==> src/rtl/adc_pwr_pkg.sv <==
package adc_pwr_pkg;

   typedef enum logic [1:0] {
      PS_ACTIVE = 2'd0,
      PS_NAP    = 2'd1,
      PS_SLEEP  = 2'd2,
      PS_WAKING = 2'd3
   } pwr_state_e;

   // Power-down line: low only in the two low-power states.
   function automatic logic pin_shdn_n(input pwr_state_e st);
      return !((st == PS_NAP) || (st == PS_SLEEP));
   endfunction

   // Select line: high only in deep power-down (selects sleep over nap).
   function automatic logic pin_cs_n(input pwr_state_e st);
      return (st == PS_SLEEP);
   endfunction

endpackage

==> src/rtl/adc_pwr_wake_timer.sv <==
module adc_pwr_wake_timer #(
   parameter int CW = 8
) (
   input  logic          clk,
   input  logic          rst_n,
   input  logic          load,
   input  logic [CW-1:0] load_val,
   input  logic          run,
   output logic          done
);
   logic [CW-1:0] cnt_q;

   always_ff @(posedge clk or negedge rst_n) begin
      if (!rst_n)
         cnt_q <= '0;
      else if (load)
         cnt_q <= load_val;
      else if (run && (cnt_q != '0))
         cnt_q <= cnt_q - 1'b1;
   end

   assign done = (cnt_q == '0);
endmodule

==> src/rtl/adc_pwr_fsm.sv <==
module adc_pwr_fsm
   import adc_pwr_pkg::*;
#(
   parameter int NAP_WAKE_CYC   = 50,
   parameter int SLEEP_WAKE_CYC = 20_000_000,
   parameter int CW             = 25
) (
   input  logic          clk,
   input  logic          rst_n,
   input  logic          req_nap,
   input  logic          req_sleep,
   input  logic          req_wake,
   input  logic          tmr_done,
   output pwr_state_e    state_q,
   output pwr_state_e    state_nxt,
   output logic          tmr_load,
   output logic [CW-1:0] tmr_val
);
   localparam logic [CW-1:0] NAP_LOAD   = CW'(NAP_WAKE_CYC - 1);
   localparam logic [CW-1:0] SLEEP_LOAD = CW'(SLEEP_WAKE_CYC - 1);

   always_comb begin
      state_nxt = state_q;
      tmr_load  = 1'b0;
      tmr_val   = NAP_LOAD;
      unique case (state_q)
         PS_ACTIVE: begin
            if (req_sleep)    state_nxt = PS_SLEEP;
            else if (req_nap) state_nxt = PS_NAP;
         end
         PS_NAP: begin
            if (req_sleep) state_nxt = PS_SLEEP;
            else if (req_wake) begin
               state_nxt = PS_WAKING;
               tmr_load  = 1'b1;
               tmr_val   = NAP_LOAD;
            end
         end
         PS_SLEEP: begin
            if (req_wake) begin
               state_nxt = PS_WAKING;
               tmr_load  = 1'b1;
               tmr_val   = SLEEP_LOAD;
            end
         end
         PS_WAKING: begin
            if (tmr_done) state_nxt = PS_ACTIVE;
         end
         default: state_nxt = PS_ACTIVE;
      endcase
   end

   always_ff @(posedge clk or negedge rst_n) begin
      if (!rst_n) state_q <= PS_ACTIVE;
      else        state_q <= state_nxt;
   end
endmodule

==> src/rtl/adc_pwr_pin_drive.sv <==
module adc_pwr_pin_drive
   import adc_pwr_pkg::*;
#(
   parameter bit REG_PINS = 1'b1
) (
   input  logic       clk,
   input  logic       rst_n,
   input  pwr_state_e state_q,
   input  pwr_state_e state_nxt,
   output logic       shdn_n,
   output logic       cs_n
);
   generate
      if (REG_PINS) begin : g_reg
         // Registered from next state: pins move on the same edge as the state.
         always_ff @(posedge clk or negedge rst_n) begin
            if (!rst_n) begin
               shdn_n <= 1'b1;
               cs_n   <= 1'b0;
            end else begin
               shdn_n <= pin_shdn_n(state_nxt);
               cs_n   <= pin_cs_n(state_nxt);
            end
         end
      end else begin : g_comb
         logic unused_clk;
         assign unused_clk = clk ^ rst_n ^ (state_nxt == PS_ACTIVE);
         assign shdn_n = pin_shdn_n(state_q);
         assign cs_n   = pin_cs_n(state_q);
      end
   endgenerate
endmodule

==> src/rtl/adc_pwr_seq.sv <==
module adc_pwr_seq
   import adc_pwr_pkg::*;
#(
   parameter int NAP_WAKE_CYC   = 50,
   parameter int SLEEP_WAKE_CYC = 20_000_000,
   parameter bit REG_PINS       = 1'b1
) (
   input  logic       clk,
   input  logic       rst_n,
   input  logic       req_nap,
   input  logic       req_sleep,
   input  logic       req_wake,
   input  logic       conv_req,
   output logic       conv_grant,
   output logic       adc_shdn_n,
   output logic       adc_cs_n,
   output logic       ready,
   output logic [1:0] pwr_state
);
   localparam int MAX_WAKE = (NAP_WAKE_CYC > SLEEP_WAKE_CYC) ? NAP_WAKE_CYC : SLEEP_WAKE_CYC;
   localparam int CW       = (MAX_WAKE < 2) ? 1 : $clog2(MAX_WAKE);

   generate
      if (NAP_WAKE_CYC < 1) begin : g_bad_nap
         $error("NAP_WAKE_CYC must be at least 1");
      end
      if (SLEEP_WAKE_CYC < 1) begin : g_bad_sleep
         $error("SLEEP_WAKE_CYC must be at least 1");
      end
   endgenerate

   pwr_state_e    st_q, st_nxt;
   logic          tmr_load, tmr_done;
   logic [CW-1:0] tmr_val;

   adc_pwr_fsm #(
      .NAP_WAKE_CYC  (NAP_WAKE_CYC),
      .SLEEP_WAKE_CYC(SLEEP_WAKE_CYC),
      .CW            (CW)
   ) u_fsm (
      .clk      (clk),
      .rst_n    (rst_n),
      .req_nap  (req_nap),
      .req_sleep(req_sleep),
      .req_wake (req_wake),
      .tmr_done (tmr_done),
      .state_q  (st_q),
      .state_nxt(st_nxt),
      .tmr_load (tmr_load),
      .tmr_val  (tmr_val)
   );

   adc_pwr_wake_timer #(.CW(CW)) u_tmr (
      .clk     (clk),
      .rst_n   (rst_n),
      .load    (tmr_load),
      .load_val(tmr_val),
      .run     (st_q == PS_WAKING),
      .done    (tmr_done)
   );

   adc_pwr_pin_drive #(.REG_PINS(REG_PINS)) u_pins (
      .clk      (clk),
      .rst_n    (rst_n),
      .state_q  (st_q),
      .state_nxt(st_nxt),
      .shdn_n   (adc_shdn_n),
      .cs_n     (adc_cs_n)
   );

   assign ready      = (st_q == PS_ACTIVE);
   assign conv_grant = conv_req && ready;
   assign pwr_state  = st_q;
endmodule

==> config.mk <==
export PLATFORM = sky130hd
export DESIGN_NAME = adc_pwr_seq
export DESIGN_NICKNAME = d
export VERILOG_FILES = /design/src/rtl/adc_pwr_pkg.sv /design/src/rtl/adc_pwr_wake_timer.sv /design/src/rtl/adc_pwr_fsm.sv /design/src/rtl/adc_pwr_pin_drive.sv /design/src/rtl/adc_pwr_seq.sv
export SDC_FILE = /design/constraint.sdc
export NUM_CORES = 1
export LEC_CHECK = 0
export ABC_AREA = 1
export BUFFER_PORTS_ARGS = -buffer_cell sky130_fd_sc_hd__buf_2
export CAP_MARGIN = 10
export CELL_PAD_IN_SITES_DETAIL_PLACEMENT = 1
export CELL_PAD_IN_SITES_GLOBAL_PLACEMENT = 1
export CORE_ASPECT_RATIO = 1.4
export CORE_MARGIN = 5
export CORE_UTILIZATION = 43
export DETAILED_ROUTE_END_ITERATION = 6
export HOLD_SLACK_MARGIN = 0.1
export PLACE_DENSITY = 0.77
export SYNTH_ARGS = -nofsm -noshare
export SYNTH_HDL_FRONTEND = slang
export SYNTH_SLANG_ARGS = --single-unit
==> constraint.sdc <==
create_clock -name clk -period 1.89 [get_ports clk]
set_clock_uncertainty 0.05 [all_clocks]
set_input_delay 0.0945 -clock clk [delete_from_list [all_inputs] [get_ports clk]]
set_output_delay 0.0945 -clock clk [all_outputs]
set_load 0.01 [all_outputs]
* After elaboration in Yosys (flattened, before gate mapping)
Cells that the tools add are included.
Storage, ports and cells: logic and storage cells 31, input bits 6, register bits 29
Operators by class: add/subtract/negate cells 1, multiplexer cells 13, equality and inequality tests 5, reduce and logical (&&, ||, !) cells 8
Operator list (count):
- two-way mux 25 bit | 4
- zero test 25 bit | 1
- nonzero test 25 bit | 1
- subtractor 25 x 1 -> 25 bit, second input constant | 1
- two-way mux 2 bit | 5
- one-hot mux 2 bit (4 select lines) | 1
- equality test 2 bit, second input constant | 3
- equality test 2 x 1 -> 1 bit, second input constant | 2
- logical AND 1 bit | 2
- zero test 2 bit | 1
- two-way mux 1 bit | 2
- one-hot mux 1 bit (2 select lines) | 1
- nonzero test 2 bit | 1
- zero test 1 bit | 1
- logical OR 1 bit | 1

* Depth between registers and ports, before layout
Gate-level depths: netlist of the first run.
word-level depth 6, gate-level depth with buffers 12, gate-level depth less buffers 12

* Modules after synthesis
A second synthesis of the first run with hierarchy kept.
Unflattened totals: cell total of the unflattened synthesis 371, area total of the unflattened synthesis 2453.6 µm²
Modules (own cells, without submodules):
- adc_pwr_wake_timer | times used 1, cells an instance 298, area each 1935.6 µm²
- adc_pwr_fsm | times used 1, cells an instance 61, area each 415.4 µm²
- adc_pwr_pin_drive | times used 1, cells an instance 4, area each 67.6 µm²
- adc_pwr_seq | times used 1, cells an instance 8, area each 35.0 µm²

* Least setup slack after synthesis of the first run
OpenSTA, ideal clock, no wires.
path kind register -> register, from register u_tmr.cnt_q[0], to register u_tmr.cnt_q[10], cell stages (with the launch flop) 12, setup slack 0.141 ns, period minus slack after synthesis 1.749 ns, arrival 1.582 ns, setup time 0.117 ns, path through dfrtp_1 > inv_1 > ha_1 > nand2_2 > nor3_4 > nand2_2 > nand2_4 > nand2_2 > buf_6 > buf_6 > nand2_1 > nand2_1
Between the ends: longest elaborated chain between the ends 3, elaborated cells on any way between the ends 6, classes of those cells add/sub (1); mux (2); reduce/logical (3)
RTL lines:
- from (decl) | line adc_pwr_wake_timer.sv:11 | logic [CW-1:0] cnt_q;
- from (signal assigned) | line adc_pwr_wake_timer.sv:17 | cnt_q <= load_val;
- from (signal assigned) | line adc_pwr_wake_timer.sv:19 | cnt_q <= cnt_q - 1'b1;
- subtractor 25 x 1 -> 25 bit / nonzero test 25 bit (equally long branches) | line adc_pwr_wake_timer.sv:19, adc_pwr_wake_timer.sv:18
- two-way mux 25 bit / logical AND 1 bit (equally long branches) | line adc_pwr_wake_timer.sv:18 | else if (run && (cnt_q != '0))
- two-way mux 25 bit / nonzero test 2 bit (equally long branches)
Parallel ways exist; a longest one is shown, timed or not. The select of a mux whose other input is x is not followed. A chain may end at the register's enable or synchronous reset.

* Worst setup path after layout of the first run
from register u_tmr.cnt_q[19], to register u_tmr.cnt_q[6]
Between the ends: longest elaborated chain between the ends 3
RTL lines (line):
- nonzero test 25 bit | adc_pwr_wake_timer.sv:18
- logical AND 1 bit | adc_pwr_wake_timer.sv:18
- nonzero test 2 bit (no source line)
Every way passes these cells.

==> summary.md, run 1 <==
| Metric | Value |
|---|---|
| Maximum level of the CTS H-tree | `2` |
| Post-layout net count | `351` |
| I/O pin total | `12` |
| Initial standard-cell utilization of the core | `between 40% and 50%` |
| Most frequently used flop master after synthesis | `sky130_fd_sc_hd__dfrtp_1` |
| Critical path origin | `u_tmr.cnt_q[19]` |
| Global-route wire length before repair | `about 10000 um` |
| Cell occurring most often along the worst timing path | `sky130_fd_sc_hd__nand2_1` |
| Most frequent standard cell in the layout excluding fill and tap cells | `sky130_fd_sc_hd__nand2_1` |
| Clock tree from TritonCTS | `built` |
| Number of inserted filler cells in the final layout | `around 630` |
| Max-cap check violation count | `0` |
| Largest net degree at the start of global routing | `30` |
| Warning count from the yosys run | `0` |
| Sort of element at the start of the critical path | `flip-flop` |
| Transition time at the pin with the least slew margin | `about 0.7 ns` |
| Critical path data required time | `2.02 ns` |
| Leading cell types by total area after synthesis | `sky130_fd_sc_hd__dfrtp_1 (35%), sky130_fd_sc_hd__nand2_1 (22%), sky130_fd_sc_hd__nor2_1 (7.8%)` |
| Main combinational cell family by area after synthesis | `simple AND/OR/NAND/NOR gates` |
| Die width | `slightly below 70 um` |
| CTS clock-pin slew for the worst setup and hold paths | `0.07 ns` |
| Biggest area consumer among synthesized cells | `sky130_fd_sc_hd__dfrtp_1` |
| CTS max path bufs | `2` |
| Arrival @ worst endpoint | `about 1.9 ns` |
| Worst setup timing slack at the placement stage | `-0.004595 ns` |
| Kind of critical path | `flip-flop to flip-flop` |
| Multi-input gate area in the final layout | `between 0.001 and 0.0015 sq mm` |
| Slew Limit Fails | `0` |
| Compound-gate portion of the synthesized area | `approximately 6%` |
| Drt initial violations | `64` |
| Inst Count DP | `between 300 and 400` |
| Leakage power | `1.333 nW` |
| Synthesized net count | `around 320` |
| Largest driver fanout on the critical path | `13` |
| Hold crit path type | `input port to flip-flop` |
| WL final | `around 5900 um` |
| Port Buffer Count | `11` |
| Final Hold Violating Endpoints | `0` |
| Total power consumption of the routed design | `0.003809 W` |
| Maximum VDD drop | `between 0.0007 and 0.0008 V` |
| Adder-cell share of the synthesized area | `approximately 3.7%` |
| Setup violation total in the final timing report | `0` |
| Number of routed nets with antenna violations | `0` |
| Cells after Synth | `approximately 300` |
| Per-cell via count in the routed design | `slightly above 5` |
| DRC violations left | `0` |
| GPL Wtd Cong | `about 0.8` |
| XOR/XNOR Fraction of Synth Area | `3.901%` |
| Commonest cells after routing, fill and taps aside | `sky130_fd_sc_hd__nand2_1 (115), sky130_fd_sc_hd__nor2_1 (34), sky130_fd_sc_hd__inv_1 (27), sky130_fd_sc_hd__dfrtp_1 (26), sky130_fd_sc_hd__nand3_1 (25)` |
| Estimated wirelength of the detail-placed design | `about 4400 um` |
| Ratio of cells with drive above 1 in the final layout | `20.00%` |
| Remaining Overflow, GRT | `0` |
| Post-route worst setup slack | `0.1191 ns` |
| Final Instance Count excl. Fillers | `between 400 and 500` |
| Layout Area Growth over Synthesis | `20.62%` |
| Core outline area | `roughly 0.0045 sq mm` |
| Total CTS buffers | `5` |
| Via count of the first global-routing pass | `2,120` |
| Synthesized area per cell | `6.647 sq um` |
| Cell family with most CP delay | `simple AND/OR/NAND/NOR gates` |
| Sum of buffers and inverters on the critical path | `2` |
| Routed len/inst | `about 15 um` |
| Part of the Yosys area used for sequential elements | `around 36%` |
| Min-delay src | `req_sleep` |
| Final standard cell utilization of the core | `roughly 54%` |
| Sequential cell area | `729.5 sq um` |
| Clock insertion delay at the later pin of the skew report | `between 0.2 and 0.3 ns` |
| Synth Cell Area | `between 0.002 and 0.0025 sq mm` |
| Async set or reset register ratio after synthesis | `100.0%` |
| Share of the synthesized area in the top cell type | `34.67%` |
| Outcome | `completed` |
| RR Startpoint | `u_tmr.cnt_q[19]` |
| Detailed Routing Iterations Pass 1 | `4` |
| Cells along the critical path | `nor2_1, nand2_1, inv_2, nand2_1, nor2_4, nand2_2, nand2_4, nand2_2, buf_4, o21ai_0, nand2_1` |
| Worst rel slew slack | `around 54%` |
| Antenna diode instance count | `0` |
| Endpoint type of the worst setup path | `flip-flop` |
| Combined global-route utilization of all metal layers | `21.28%` |
| Simple logic cell fraction of the synthesized area | `roughly 43%` |
| TritonCTS Sinks | `29` |
| Post-route minimum period | `between 1.5 and 2 ns` |
| Clock root buffer | `sky130_fd_sc_hd__clkbuf_8` |
| Number of flops mapped to enable cells by yosys | `0` |
| Initial antenna violation count | `0` |
| Synthesized flop and latch total | `29` |
| Area of the die | `between 0.006 and 0.007 sq mm` |
| Crit-path slowest cell | `sky130_fd_sc_hd__dfrtp_1` |
| Final clock period utilization by the worst path | `a little over nine tenths` |
| Total power per unit cell area | `roughly 1600 mW/mm^2` |
| Slowest stage delay, CP | `roughly 0.43 ns` |
| Highest achievable clock rate | `0.5647 GHz` |
| Die span in y | `between 90 and 100 um` |
| Num rows | `29` |
| Proportion of synthesized area in mux cells | `0%` |
| Total number of vias | `2,066` |
| Number of unique standard cell types used by synthesis | `26` |
-- cell type report --
type	instances	area share [%]
clock buffer	7	3.953
clock inverter	1	0.2053
inverter	30	4.825
multi-input combinational	239	48.36
sequential	29	29.93
tap	62	3.183
timing repair buffer	34	9.548
-- flip-flops by register name, summed over array words and instances (netlist names) --
register / count
u_pins.shdn_n: 1
u_tmr.cnt_q: 25
u_fsm.state_q: 2
u_pins.cs_n: 1
-- report_power, final --
| group | switching [W] | leakage [nW] | internal (W) | total [W] |
|---|---|---|---|---|
| Clock | 0.000261 | 0.0542 | 0.000329 | 0.000591 |
| Sequential | 0.000185 | 0.369 | 0.000833 | 0.00102 |
| Combinational | 0.00140 | 0.910 | 0.000804 | 0.00220 |
-- worst register-to-register path, stage by stage (launching register included) --
cell and delay [ns]:
sky130_fd_sc_hd__dfrtp_1 0.43, sky130_fd_sc_hd__nor2_1 0.16, sky130_fd_sc_hd__nand2_1 0.11, sky130_fd_sc_hd__inv_2 0.05
sky130_fd_sc_hd__nand2_1 0.07, sky130_fd_sc_hd__nor2_4 0.14, sky130_fd_sc_hd__nand2_2 0.10, sky130_fd_sc_hd__nand2_4 0.10
sky130_fd_sc_hd__nand2_2 0.09, sky130_fd_sc_hd__buf_4 0.20, sky130_fd_sc_hd__o21ai_0 0.09, sky130_fd_sc_hd__nand2_1 0.07
-- cell families after synthesis --
family	Yosys count
fa+ha+maj	6
xor+xnor	9
compound gates	21
buf+inv	36
simple gates	203
flops	29
-- repair_timing --
item | CTS | global route
endpoints found under the setup margin | 0 | 24
hold buffers | 2 | 0
endpoints found under the hold margin | 29 | 0
buffers inserted | 0 | 2
gates resized for setup | 0 | 22
-- cells in the mapped netlist, types with 2 or more instances --
| master | number |
|---|---|
| sky130_fd_sc_hd__nand2_1 | 117 |
| sky130_fd_sc_hd__nor2_1 | 42 |
| sky130_fd_sc_hd__dfrtp_1 | 28 |
| sky130_fd_sc_hd__inv_1 | 28 |
| sky130_fd_sc_hd__nand3_1 | 25 |
| sky130_fd_sc_hd__o21ai_0 | 14 |
| sky130_fd_sc_hd__nand4_1 | 9 |
| sky130_fd_sc_hd__ha_1 | 6 |
| sky130_fd_sc_hd__xor2_1 | 6 |
| sky130_fd_sc_hd__a21oi_1 | 3 |
| sky130_fd_sc_hd__buf_6 | 3 |
| sky130_fd_sc_hd__nand2_2 | 3 |
| sky130_fd_sc_hd__nor2_2 | 3 |
| sky130_fd_sc_hd__xnor2_1 | 3 |
| sky130_fd_sc_hd__buf_2 | 2 |
| sky130_fd_sc_hd__o21bai_1 | 2 |
-- worst paths after layout --
check / end / slack, ns / cells past startpoint
worst max-delay path: u_tmr.cnt_q[6] / 0.12 / 11
worst min-delay path: u_fsm.state_q[0] / 0.13 / 4
worst min register to register: u_tmr.cnt_q[0] / 0.47 / 2
worst max register to register: u_tmr.cnt_q[6] / 0.12 / 11
max in group asynchronous: u_fsm.state_q[0] / 0.96 / 2
min in group asynchronous: u_tmr.cnt_q[14] / 0.33 / 2
-- routing by layer --
layer  vias to the layer above  wire, um  track usage, %
li1                       1024         -               -
met1                       999      2481           25.29
met2                        32      3119           37.09
met3                        11       121           3.827
met4                         0       144           7.463
met5                         -         0               0
-- metrics by stage --
stage                         TNS [ns]  instance area (sq um)  hold slack [ns]
after floorplan                      0                   2021          -0.2511
after global placement               0                   2248           0.1239
after detailed placement     -0.004595                   2248           0.1317
after CTS                            0                   2370           0.1358
after global routing      -0.000009770                   2437           0.1881
final                                0                   2437           0.1330
No activity file was read; power rests on OpenSTA's default activity.
==> run 2: changes to the inputs <==
--- a/config.mk
+++ b/config.mk
@@ -15,7 +15,7 @@
 export CORE_UTILIZATION = 43
 export DETAILED_ROUTE_END_ITERATION = 6
 export HOLD_SLACK_MARGIN = 0.1
-export PLACE_DENSITY = 0.77
+export PLACE_DENSITY = 0.84
 export SYNTH_ARGS = -nofsm -noshare
 export SYNTH_HDL_FRONTEND = slang
 export SYNTH_SLANG_ARGS = --single-unit
==> summary.md, run 2 (synthesis results as in run 1) <==
| Metric | Value |
|---|---|
| Final Hold Violating Endpoints | `0` |
| Ratio of cells with drive above 1 in the final layout | `around a fifth` |
| Clock root buffer | `sky130_fd_sc_hd__clkbuf_8` |
| Total power per unit cell area | `1613 mW/mm^2` |
| Estimated wirelength of the detail-placed design | `between 4000 and 5000 um` |
| Total power consumption of the routed design | `about 0.0040 W` |
| Detailed Routing Iterations Pass 1 | `4` |
| GPL Wtd Cong | `approximately 0.86` |
| Combinational cell fraction of total power | `between 50% and 60%` |
| Total CTS buffers | `5` |
| DRC violations left | `0` |
| Flip-flop count of the largest register after layout | `25` |
| Die span in y | `about 90 um` |
| Sequential power share | `25.4%` |
| Maximum VDD drop | `around 0.00087 V` |
| Kind of critical path | `flip-flop to flip-flop` |
| Endpoint type of the worst setup path | `flip-flop` |
| Internal Power | `0.002062 W` |
| CTS max path bufs | `2` |
| Post-layout net count | `roughly 350` |
| Via count of the first global-routing pass | `2,320` |
| Switching portion of total power | `approximately 48%` |
| Core outline area | `0.004536 sq mm` |
| Largest driver fanout on the critical path | `4` |
| Sort of element at the start of the critical path | `flip-flop` |
| Final clock period utilization by the worst path | `between 90% and 100%` |
| Area of the die | `between 0.006 and 0.007 sq mm` |
| Setup violation total in the final timing report | `0` |
| Routed len/inst | `roughly 16 um` |
| WL final | `~6400 um` |
| Commonest cells after routing, fill and taps aside | `sky130_fd_sc_hd__nand2_1 (115), sky130_fd_sc_hd__nor2_1 (38), sky130_fd_sc_hd__inv_1 (27), sky130_fd_sc_hd__dfrtp_1 (26), sky130_fd_sc_hd__nand3_1 (25)` |
| Highest achievable clock rate | `0.5452 GHz` |
| Clock tree from TritonCTS | `built` |
| Initial standard-cell utilization of the core | `44.55%` |
| Largest Register | `u_tmr.cnt_q` |
| Die width | `67.94 um` |
| Num rows | `29` |
| Max-cap check violation count | `0` |
| Drt initial violations | `roughly 100` |
| Maximum level of the CTS H-tree | `2` |
| Regs by FF count | `u_tmr.cnt_q: 25 flops, u_fsm.state_q: 2 flops` |
| Hold crit path type | `input port to flip-flop` |
| Number of routed nets with antenna violations | `0` |
| Layout Area Growth over Synthesis | `21.92%` |
| Remaining Overflow, GRT | `0` |
| Initial antenna violation count | `0` |
| Clock insertion delay at the later pin of the skew report | `about 0.28 ns` |
| Final Hold Slack | `~0.13 ns` |
| I/O pin total | `12` |
| Transition time at the pin with the least slew margin | `0.7061 ns` |
| Antenna diode instance count | `0` |
| CTS clock-pin slew for the worst setup and hold paths | `approximately 0.07 ns` |
| Total number of vias | `between 2,000 and 2,500` |
| Setup slack of the worst register-to-register path | `0.06 ns` |
| Clock Power Share | `17.3%` |
| Slew Limit Fails | `0` |
| Worst rel slew slack | `~53%` |
| Global-route wire length before repair | `between 10,000 and 15,000 um` |
| Port Buffer Count | `11` |
| Critical path data required time | `roughly 2.0 ns` |
| Per-cell via count in the routed design | `around 5.3` |
| Post-route minimum period | `about 1.8 ns` |
| Largest net degree at the start of global routing | `30` |
| Most frequent standard cell in the layout excluding fill and tap cells | `sky130_fd_sc_hd__nand2_1` |
| Outcome | `completed` |
| Combined global-route utilization of all metal layers | `22.07%` |
| Arrival @ worst endpoint | `between 1.5 and 2 ns` |
| Switching power | `approximately 0.0019 W` |
| Final standard cell utilization of the core | `between 50% and 60%` |
| Leakage power | `between 1 and 1.5 nW` |
| TritonCTS Sinks | `29` |
[run 2: repair_timing]
action,4_1_cts,5_1_grt
endpoints found under the hold margin,29,0
pin swaps,1,3
setup buffers,1,3
resized for setup,1,16
hold buffers,2,0
setup endpoints to repair,20,24
[run 2: metal layers]
metal	vias up	track usage (%)	share of wire [%]
met1	1031	24.07	39
met4	0	11.28	3.9
met3	23	3.457	2.7
li1	1028	-	-
met2	41	39.34	54
met5	-	0	0
[run 2: cell type report]
| type | count | area (sq um) |
|---|---|---|
| flip-flops and latches | 29 | 729.5 |
| well taps | 62 | 77.57 |
| fillers | 601 | 2072 |
| repair buffers | 35 | 244.0 |
| inverters | 30 | 117.6 |
| clock inverters | 1 | 30.03 |
| multi-input cells | 239 | 1179 |
| clock buffers | 7 | 86.33 |
[run 2: path summary, 6_finish.rpt]
path / from / to / depth (start not counted)
worst min-delay path: req_sleep / u_fsm.state_q[0] / 4
max in group asynchronous: rst_n / u_tmr.cnt_q[17] / 2
worst min register to register: u_tmr.cnt_q[0] / u_tmr.cnt_q[0] / 2
min in group asynchronous: rst_n / u_tmr.cnt_q[21] / 2
worst max register to register: u_tmr.cnt_q[14] / u_tmr.cnt_q[24] / 11
worst max-delay path: u_tmr.cnt_q[14] / u_tmr.cnt_q[24] / 11
[run 2: worst max-delay path, cell delays in order, from the launching register on]
cell and delay [ns]:
sky130_fd_sc_hd__dfrtp_1 0.43, sky130_fd_sc_hd__nor2_1 0.23, sky130_fd_sc_hd__buf_4 0.16, sky130_fd_sc_hd__nand2_1 0.07
sky130_fd_sc_hd__nor2_1 0.18, sky130_fd_sc_hd__nand3_1 0.11, sky130_fd_sc_hd__nand2_1 0.10, sky130_fd_sc_hd__nand2_1 0.08
sky130_fd_sc_hd__nand2_1 0.09, sky130_fd_sc_hd__nand2_1 0.09, sky130_fd_sc_hd__nand2_1 0.08, sky130_fd_sc_hd__nand2_1 0.05
[run 2: power groups by stage]
stage	clock network [W]	registers, W	logic (W)
2_1_floorplan	0	0.00102	0.00142
3_3_place_gp	0	0.00100	0.00204
3_5_place_dp	0	0.00102	0.00212
5_1_grt	0.000722	0.00104	0.00256
4_1_cts	0.000693	0.00100	0.00219
6_report	0.000687	0.00101	0.00228
[run 2: through the flow]
stage / instances / setup WS, ns / instance area, sq um / setup TNS, ns
global placement: 389 / -0.02046 / 2241 / -0.1325
floorplan: 304 / 0.1414 / 2021 / 0
global route: 403 / -0.04205 / 2464 / -0.08104
finish: 403 / 0.05586 / 2464 / 0
detailed placement: 389 / -0.1336 / 2241 / -2.129
CTS: 400 / 0.006375 / 2389 / 0
